[config.mk]
export PLATFORM = sky130hd
export DESIGN_NAME = mop_alu
export DESIGN_NICKNAME = d
export VERILOG_FILES = /design/src/rtl/mop_alu_pkg.sv /design/src/rtl/mop_alu_addsub.sv /design/src/rtl/mop_alu_muldiv.sv /design/src/rtl/mop_alu_logic.sv /design/src/rtl/mop_alu.sv
export SDC_FILE = /design/constraint.sdc
export NUM_CORES = 2
export LEC_CHECK = 0
export CAP_MARGIN = 25
export CORE_ASPECT_RATIO = 1.2
export CORE_MARGIN = 5
export CORE_UTILIZATION = 60
export DETAILED_ROUTE_END_ITERATION = 10
export DONT_BUFFER_PORTS = 1
export PLACE_DENSITY_LB_ADDON = 0.05
export SLEW_MARGIN = 40
export SYNTH_ARGS = -nofsm -noshare
export SYNTH_HDL_FRONTEND = slang
export SYNTH_HIERARCHICAL = 1
export SYNTH_SLANG_ARGS = --single-unit
[constraint.sdc]
create_clock -name vclk -period 161.9
set_input_delay 24.285 -clock vclk [all_inputs]
set_output_delay 24.285 -clock vclk [all_outputs]
set_load 0.02 [all_outputs]
[src/rtl/mop_alu_pkg.sv]
package mop_alu_pkg;
  localparam int OP_W  = 4;
  localparam int ERR_W = 4;

  typedef enum logic [OP_W-1:0] {
    OP_ADDU = 4'd0,  OP_SUBU = 4'd1,  OP_ADDS = 4'd2,  OP_SUBS = 4'd3,
    OP_MULS = 4'd4,  OP_DIVS = 4'd5,  OP_LAND = 4'd6,  OP_BAND = 4'd7,
    OP_LOR  = 4'd8,  OP_BOR  = 4'd9,  OP_LNOT = 4'd10, OP_BNOT = 4'd11
  } op_e;

  localparam logic [ERR_W-1:0] ERR_NONE = 4'd0;
  localparam logic [ERR_W-1:0] ERR_OVF  = 4'd1;
  localparam logic [ERR_W-1:0] ERR_UNF  = 4'd2;
  localparam logic [ERR_W-1:0] ERR_DIV0 = 4'd3;
endpackage

[src/rtl/mop_alu_addsub.sv]
module mop_alu_addsub
  import mop_alu_pkg::*;
#(
  parameter int W = 32
) (
  input  logic [W-1:0]     a_i,
  input  logic [W-1:0]     b_i,
  input  logic [OP_W-1:0]  op_i,
  output logic [W-1:0]     res_o,
  output logic [ERR_W-1:0] err_o
);
  logic [W:0] u_add, u_sub, s_add, s_sub;

  assign u_add = {1'b0, a_i} + {1'b0, b_i};
  assign u_sub = {1'b0, a_i} - {1'b0, b_i};
  assign s_add = {a_i[W-1], a_i} + {b_i[W-1], b_i};
  assign s_sub = {a_i[W-1], a_i} - {b_i[W-1], b_i};

  // sign-extended result out of range when top two bits disagree
  function automatic logic [ERR_W-1:0] range_err(input logic [W:0] ext);
    if (ext[W] == ext[W-1]) return ERR_NONE;
    return ext[W] ? ERR_UNF : ERR_OVF;
  endfunction

  always_comb begin
    res_o = '0;
    err_o = ERR_NONE;
    unique case (op_i)
      OP_ADDU: begin res_o = u_add[W-1:0]; err_o = u_add[W] ? ERR_OVF : ERR_NONE; end
      OP_SUBU: begin res_o = u_sub[W-1:0]; err_o = u_sub[W] ? ERR_UNF : ERR_NONE; end
      OP_ADDS: begin res_o = s_add[W-1:0]; err_o = range_err(s_add); end
      OP_SUBS: begin res_o = s_sub[W-1:0]; err_o = range_err(s_sub); end
      default: ;
    endcase
  end
endmodule

[src/rtl/mop_alu_muldiv.sv]
module mop_alu_muldiv
  import mop_alu_pkg::*;
#(
  parameter int W = 32
) (
  input  logic [W-1:0]     a_i,
  input  logic [W-1:0]     b_i,
  input  logic [OP_W-1:0]  op_i,
  output logic [W-1:0]     res_o,
  output logic [ERR_W-1:0] err_o
);
  localparam int         PW   = 2 * W;
  localparam logic [W-1:0] SMIN = {1'b1, {(W-1){1'b0}}};
  localparam logic [W-1:0] ONE  = {{(W-1){1'b0}}, 1'b1};

  logic signed [PW-1:0] a_ext, b_ext, prod;
  logic [W:0]           prod_top;
  logic                 prod_fits;
  logic                 div_zero, div_wrap;
  logic [W-1:0]         safe_b, quo;

  assign a_ext     = $signed({{W{a_i[W-1]}}, a_i});
  assign b_ext     = $signed({{W{b_i[W-1]}}, b_i});
  assign prod      = a_ext * b_ext;
  assign prod_top  = prod[PW-1:W-1];
  assign prod_fits = (&prod_top) | ~(|prod_top);

  assign div_zero = (b_i == '0);
  assign div_wrap = (a_i == SMIN) && (&b_i);
  // divisor forced to 1 for the two special cases; MIN/1 yields the wrapped MIN
  assign safe_b   = (div_zero || div_wrap) ? ONE : b_i;
  assign quo      = $signed(a_i) / $signed(safe_b);

  always_comb begin
    res_o = '0;
    err_o = ERR_NONE;
    unique case (op_i)
      OP_MULS: begin
        res_o = prod[W-1:0];
        if (!prod_fits) err_o = prod[PW-1] ? ERR_UNF : ERR_OVF;
      end
      OP_DIVS: begin
        res_o = div_zero ? '0 : quo;
        if (div_zero)      err_o = ERR_DIV0;
        else if (div_wrap) err_o = ERR_OVF;
      end
      default: ;
    endcase
  end
endmodule

[src/rtl/mop_alu_logic.sv]
module mop_alu_logic
  import mop_alu_pkg::*;
#(
  parameter int W = 32
) (
  input  logic [W-1:0]    a_i,
  input  logic [W-1:0]    b_i,
  input  logic [OP_W-1:0] op_i,
  output logic [W-1:0]    res_o
);
  logic a_true, b_true;

  assign a_true = |a_i;
  assign b_true = |b_i;

  function automatic logic [W-1:0] as_word(input logic bit_v);
    return {{(W-1){1'b0}}, bit_v};
  endfunction

  always_comb begin
    res_o = '0;
    unique case (op_i)
      OP_LAND: res_o = as_word(a_true && b_true);
      OP_BAND: res_o = a_i & b_i;
      OP_LOR:  res_o = as_word(a_true || b_true);
      OP_BOR:  res_o = a_i | b_i;
      OP_LNOT: res_o = as_word(!a_true);
      OP_BNOT: res_o = ~a_i;
      default: ;
    endcase
  end
endmodule

[src/rtl/mop_alu.sv]
module mop_alu
  import mop_alu_pkg::*;
#(
  parameter int W = 32
) (
  input  logic [W-1:0]     opa_i,
  input  logic [W-1:0]     opb_i,
  input  logic [OP_W-1:0]  op_i,
  output logic [W-1:0]     res_o,
  output logic [ERR_W-1:0] err_o
);
  logic [W-1:0]     as_res, md_res, lg_res;
  logic [ERR_W-1:0] as_err, md_err;

  mop_alu_addsub #(.W(W)) u_addsub (
    .a_i(opa_i), .b_i(opb_i), .op_i(op_i), .res_o(as_res), .err_o(as_err)
  );

  mop_alu_muldiv #(.W(W)) u_muldiv (
    .a_i(opa_i), .b_i(opb_i), .op_i(op_i), .res_o(md_res), .err_o(md_err)
  );

  mop_alu_logic #(.W(W)) u_logic (
    .a_i(opa_i), .b_i(opb_i), .op_i(op_i), .res_o(lg_res)
  );

  // each unit drives zero outside its own selectors, so OR-merge is a clean mux
  assign res_o = as_res | md_res | lg_res;
  assign err_o = as_err | md_err;
endmodule

# ---- Yosys cells after proc, flatten, opt, wreduce, memory -nomap -nowiden
# Index checks and enable logic that the tools add are counted.
dict set report classes {
  n_eq_ne 14
  shifts 0
  mul 1
  reduce_logical 12
  div 1
  n_bitwise 8
  add_sub_neg 4
  n_mux 23
  order_cmp 0
}
# op n
set op_table {}
lappend op_table {{case mux 32 bit (6 select lines)} 1}
lappend op_table {{case mux 32 bit (4 select lines)} 1}
lappend op_table {{OR 32 bit} 3}
lappend op_table {{adder 32 x 32 -> 33 bit} 2}
lappend op_table {{subtractor 32 x 32 -> 33 bit} 2}
lappend op_table {{multiplier 32 x 32 -> 64 bit} 1}
lappend op_table {{2-to-1 mux 32 bit} 2}
lappend op_table {{case mux 32 bit (2 select lines)} 1}
lappend op_table {{OR reduction 32 bit} 2}
lappend op_table {{AND reduction 33 bit} 1}
lappend op_table {{OR reduction 33 bit} 1}
lappend op_table {{bitwise AND 32 bit} 1}
lappend op_table {{divider 32 x 32 -> 32 bit} 1}
lappend op_table {{equality test 32 bit, second input constant} 1}
lappend op_table {{logical NOT 32 bit} 1}
lappend op_table {{inverter 32 bit} 1}
lappend op_table {{AND reduction 32 bit} 1}
lappend op_table {{2-to-1 mux 4 bit} 6}
lappend op_table {{equality test 4 x 3 -> 1 bit, second input constant} 4}
lappend op_table {{equality test 4 bit, second input constant} 4}
lappend op_table {{case mux 4 bit (4 select lines)} 1}
lappend op_table {{equality test 4 x 2 -> 1 bit, second input constant} 2}
lappend op_table {{2-to-1 mux 2 bit} 4}
lappend op_table {{case mux 4 bit (2 select lines)} 1}
lappend op_table {{10 further kinds} 18}
dict set report totals {
  ff_bits 0
  word_cells 63
  ram_bits 0
  out_inout_bits 36
  romBits 0
  in_bits 68
  memories 0
  latch_bits 0
}

# ---- Longest topological paths before layout
dict set report logic_depth {
  depth_word 9
  mapped_depth 405
  depth_no_buf 362
}

# ---- By module
# Netlist, hierarchy kept.
# module area_per_inst_um2 cells_each seq_area_each_um2 n_inst
set by_module_without_submodules {}
lappend by_module_without_submodules {mop_alu_muldiv 66656.4 8496 0.0 1}
lappend by_module_without_submodules {mop_alu_addsub 3950.0 629 0.0 1}
lappend by_module_without_submodules {mop_alu_logic 1153.6 204 0.0 1}
lappend by_module_without_submodules {mop_alu 225.2 36 0.0 1}

# ---- Least setup slack after synthesis
# Ideal clock, no wire load.
dict set report synth_path {
  path_kind {input-to-output}
  startpoint {input opa_i[1]}
  endpoint {output res_o[30]}
  path_slack_ns 31.447
  stages 368
  t_required_ns 137.615
  n_path_buf 45
  arrival_ns 106.168
  cell_sequence {clkbuf_1 > clkbuf_1 > inv_1 > ha_1 > nor4b_1 > and2_1 > nand3_1 > o21ai_0 > nor2_1 > ha_1 > or3b_2 > clkbuf_1 > o41ai_2 > xor2_1 > nand4_1 > nor3_1 > and2_1 > clkbuf_1 > [... 332 more ...] > a21o_1 > a21o_1 > a21o_1 > a21o_1 > a21o_1 > a21o_1 > a21o_1 > a21oi_1 > o41ai_1 > a21oi_1 > ha_1 > o211ai_1 > nor3_1 > nand4_1 > o41ai_1 > xor2_1 > o22ai_1 > or3_1}
}
dict set report synth_via {
  elab_chain_len 9
  elab_cells_between_ends 15
  cone_classes {add/sub (4); mul (1); div (1); eq/ne (1); mux (4); bitwise (2); reduce/logical (2)}
}
# element line
set synth_lines {}
lappend synth_lines {{start: declaration} mop_alu.sv:6} ;# input logic [W-1:0] opa_i,
lappend synth_lines {{equality test 32 bit} mop_alu_muldiv.sv:29} ;# assign div_wrap = (a_i == SMIN) && (&b_i);
lappend synth_lines {{logical AND 1 bit} mop_alu_muldiv.sv:29}
lappend synth_lines {{logical OR 1 bit} mop_alu_muldiv.sv:31} ;# assign safe_b = (div_zero || div_wrap) ? ONE : b_i;
lappend synth_lines {{2-to-1 mux 32 bit} mop_alu_muldiv.sv:31}
lappend synth_lines {{divider 32 x 32 -> 32 bit} mop_alu_muldiv.sv:32} ;# assign quo = $signed(a_i) / $signed(safe_b);
lappend synth_lines {{2-to-1 mux 32 bit} mop_alu_muldiv.sv:43} ;# res_o = div_zero ? '0 : quo;
lappend synth_lines {{case mux 32 bit (2 select lines) (*)} mop_alu_muldiv.sv:37} ;# unique case (op_i)
lappend synth_lines {{named net md_res[30]} mop_alu.sv:12} ;# logic [W-1:0] as_res, md_res, lg_res;
lappend synth_lines {{OR 32 bit (*) (2 in a row)} mop_alu.sv:28} ;# assign res_o = as_res | md_res | lg_res;
lappend synth_lines {{end: declaration} mop_alu.sv:9} ;# output logic [W-1:0] res_o,
# The timed path passes the listed nets; every way through them passes the cells marked *.

# ---- Final worst setup path
dict set report layout_path {
  startpoint {input opa_i[0]}
  endpoint {output res_o[20]}
}
# Same word-level chain as after synthesis.

==> flow_metrics.tcl <==
set metrics [dict create \
    outcome "completed" \
    end_kind "output pin" \
    max_freq_ghz 0.00695 \
    worst_pin_slew_ps 951 \
    cp_max_fo 39 \
    hpwl_mm 211 \
    fin_util_pct 61.1 \
    synthCells 9365 \
    path_class "input pin to output pin" \
    drive_gt1_share_pct 3.86 \
    hold_path_class "input pin to output pin" \
    fin_setup_tns_ps 0 \
    yosys.cell_types.count 119 \
    coreArea_sq_um 119000 \
    grt_max_degree 73 \
    crit_top_cell "ha_1" \
    synth_top_area_share_pct 30.1 \
    yosys-top-cells-count "nand2_1 (1333), inv_1 (1278), fa_1 (1084)" \
    whs_ps 48960 \
    final.min_clock_period_ps 143970 \
    dieArea_sq_um 127000 \
    stdcell_count 10500 \
    yosysTopAreaCell "fa_1" \
    seqCellArea_sq_um 0 \
    die_w_microns 326 \
    cp.required_ps 137610 \
    startpoint_type "input pin" \
    drt_first_iter_violations 7161 \
    layout.nets 10900 \
    overflow 0 \
    routed_wire_length_per_instance_microns 26.8 \
    drt_pre_antenna_iters 10 \
    fin_crit_sh_pct 88.9 \
    numPortBuffers 0 \
    finalSetupViolCount 0 \
    cts_resized 0 \
    antenna_found_initial 7 \
    critPathBufInv 18 \
    max_slew_margin_pct 36.1 \
    vias 70300 \
    synth_warnings 6 \
    cpPeakStageDelay_ps 710 \
    routed_wl_mm 282 \
    cts_setup_buffers 0 \
    n_sequential_cell 0 \
    slew_viol_final 0 \
    synth_area_per_cell_sq_um 7.69 \
    placed_cells 10500 \
    vias_per_cell 6.67 \
    cp_slowest_cell "o41ai_2" \
    gp_congestion 1.08 \
    max_cap_violations 0 \
    cts_hold_buf 0 \
    start_util_pct 60.2 \
    ios 104 \
    synth.area.top_cells "fa_1 (30%), ha_1 (14%), nand2_1 (7.0%)" \
    grt_pass1_wl_mm 425 \
    rsz0062_at_grt "false" \
    arrival_ps 119680 \
    rows 139 \
    grt.total_usage_pct 43.2 \
    area_delta_synth_final_pct 1.49 \
    yosysMostFrequentCell "nand2_1" \
    drc 0 \
    grt_pass1_vias 71500 \
    postRouteAntennaNets 0 \
    synth_area_sq_um 72000 \
    nClkBuffers 0 \
    path_delay_family "compound AO/OA/AOI/OAI gates" \
    finalHoldViolations 0 \
    fp.dieH_microns 389 \
    ys_seq_area_share_pct 0 \
]
[layout by cell type, fill, tap and decap left out, drive strengths merged, types with 148 or more instances in the layout]
master  instances
nand3         148
nor2          572
o21ai         357
a21o          206
inv          1281
nor3          200
xnor2         312
nand2        1333
a21oi         532
o21a          159
and2          298
fa           1084
ha            780
xor2          210
[cell type report]
type                       count  area [sq um]
antenna                        2          5.00
fill                       11000         46400
tap                         1551          1940
multi-input combinational   7621         65700
inverter                    1281          4810
timing repair buffer          83           631
[stage by stage]
step | area (sq um) | setup WS, ps
global placement | 72900 | 21890
floorplan | 72000 | 31450
global route | 73100 | 12080
finish | 73100 | 17930
CTS | 73000 | 19540
detailed placement | 73000 | 19870
[logic make-up after synthesis]
family	after synthesis	share of synthesized area, %
and+or+nand+nor	3208	21.2
AOI/OAI and AO/OA	1927	17.9
adders and majority gates	1864	43.7
buffers and inverters	1746	9.42
xor gates and xnor gates	522	6.37
muxes	96	1.45
other	2	0.0104
[final timing paths]
check / end / slack, ps / cells past startpoint / start
setup / recovery: res_o[20] / 17930 / 340 / opa_i[0]
hold / removal: res_o[13] / 48960 / 3 / opb_i[13]
[routing by layer]
layer | global-route usage [%] | wire length, microns | up-vias
li1 | - | - | 30400
met1 | 49.8 | 99100 | 34300
met2 | 70.8 | 128000 | 4168
met3 | 9.06 | 27800 | 1425
met4 | 32.4 | 27800 | 4
met5 | 0 | 21 | -
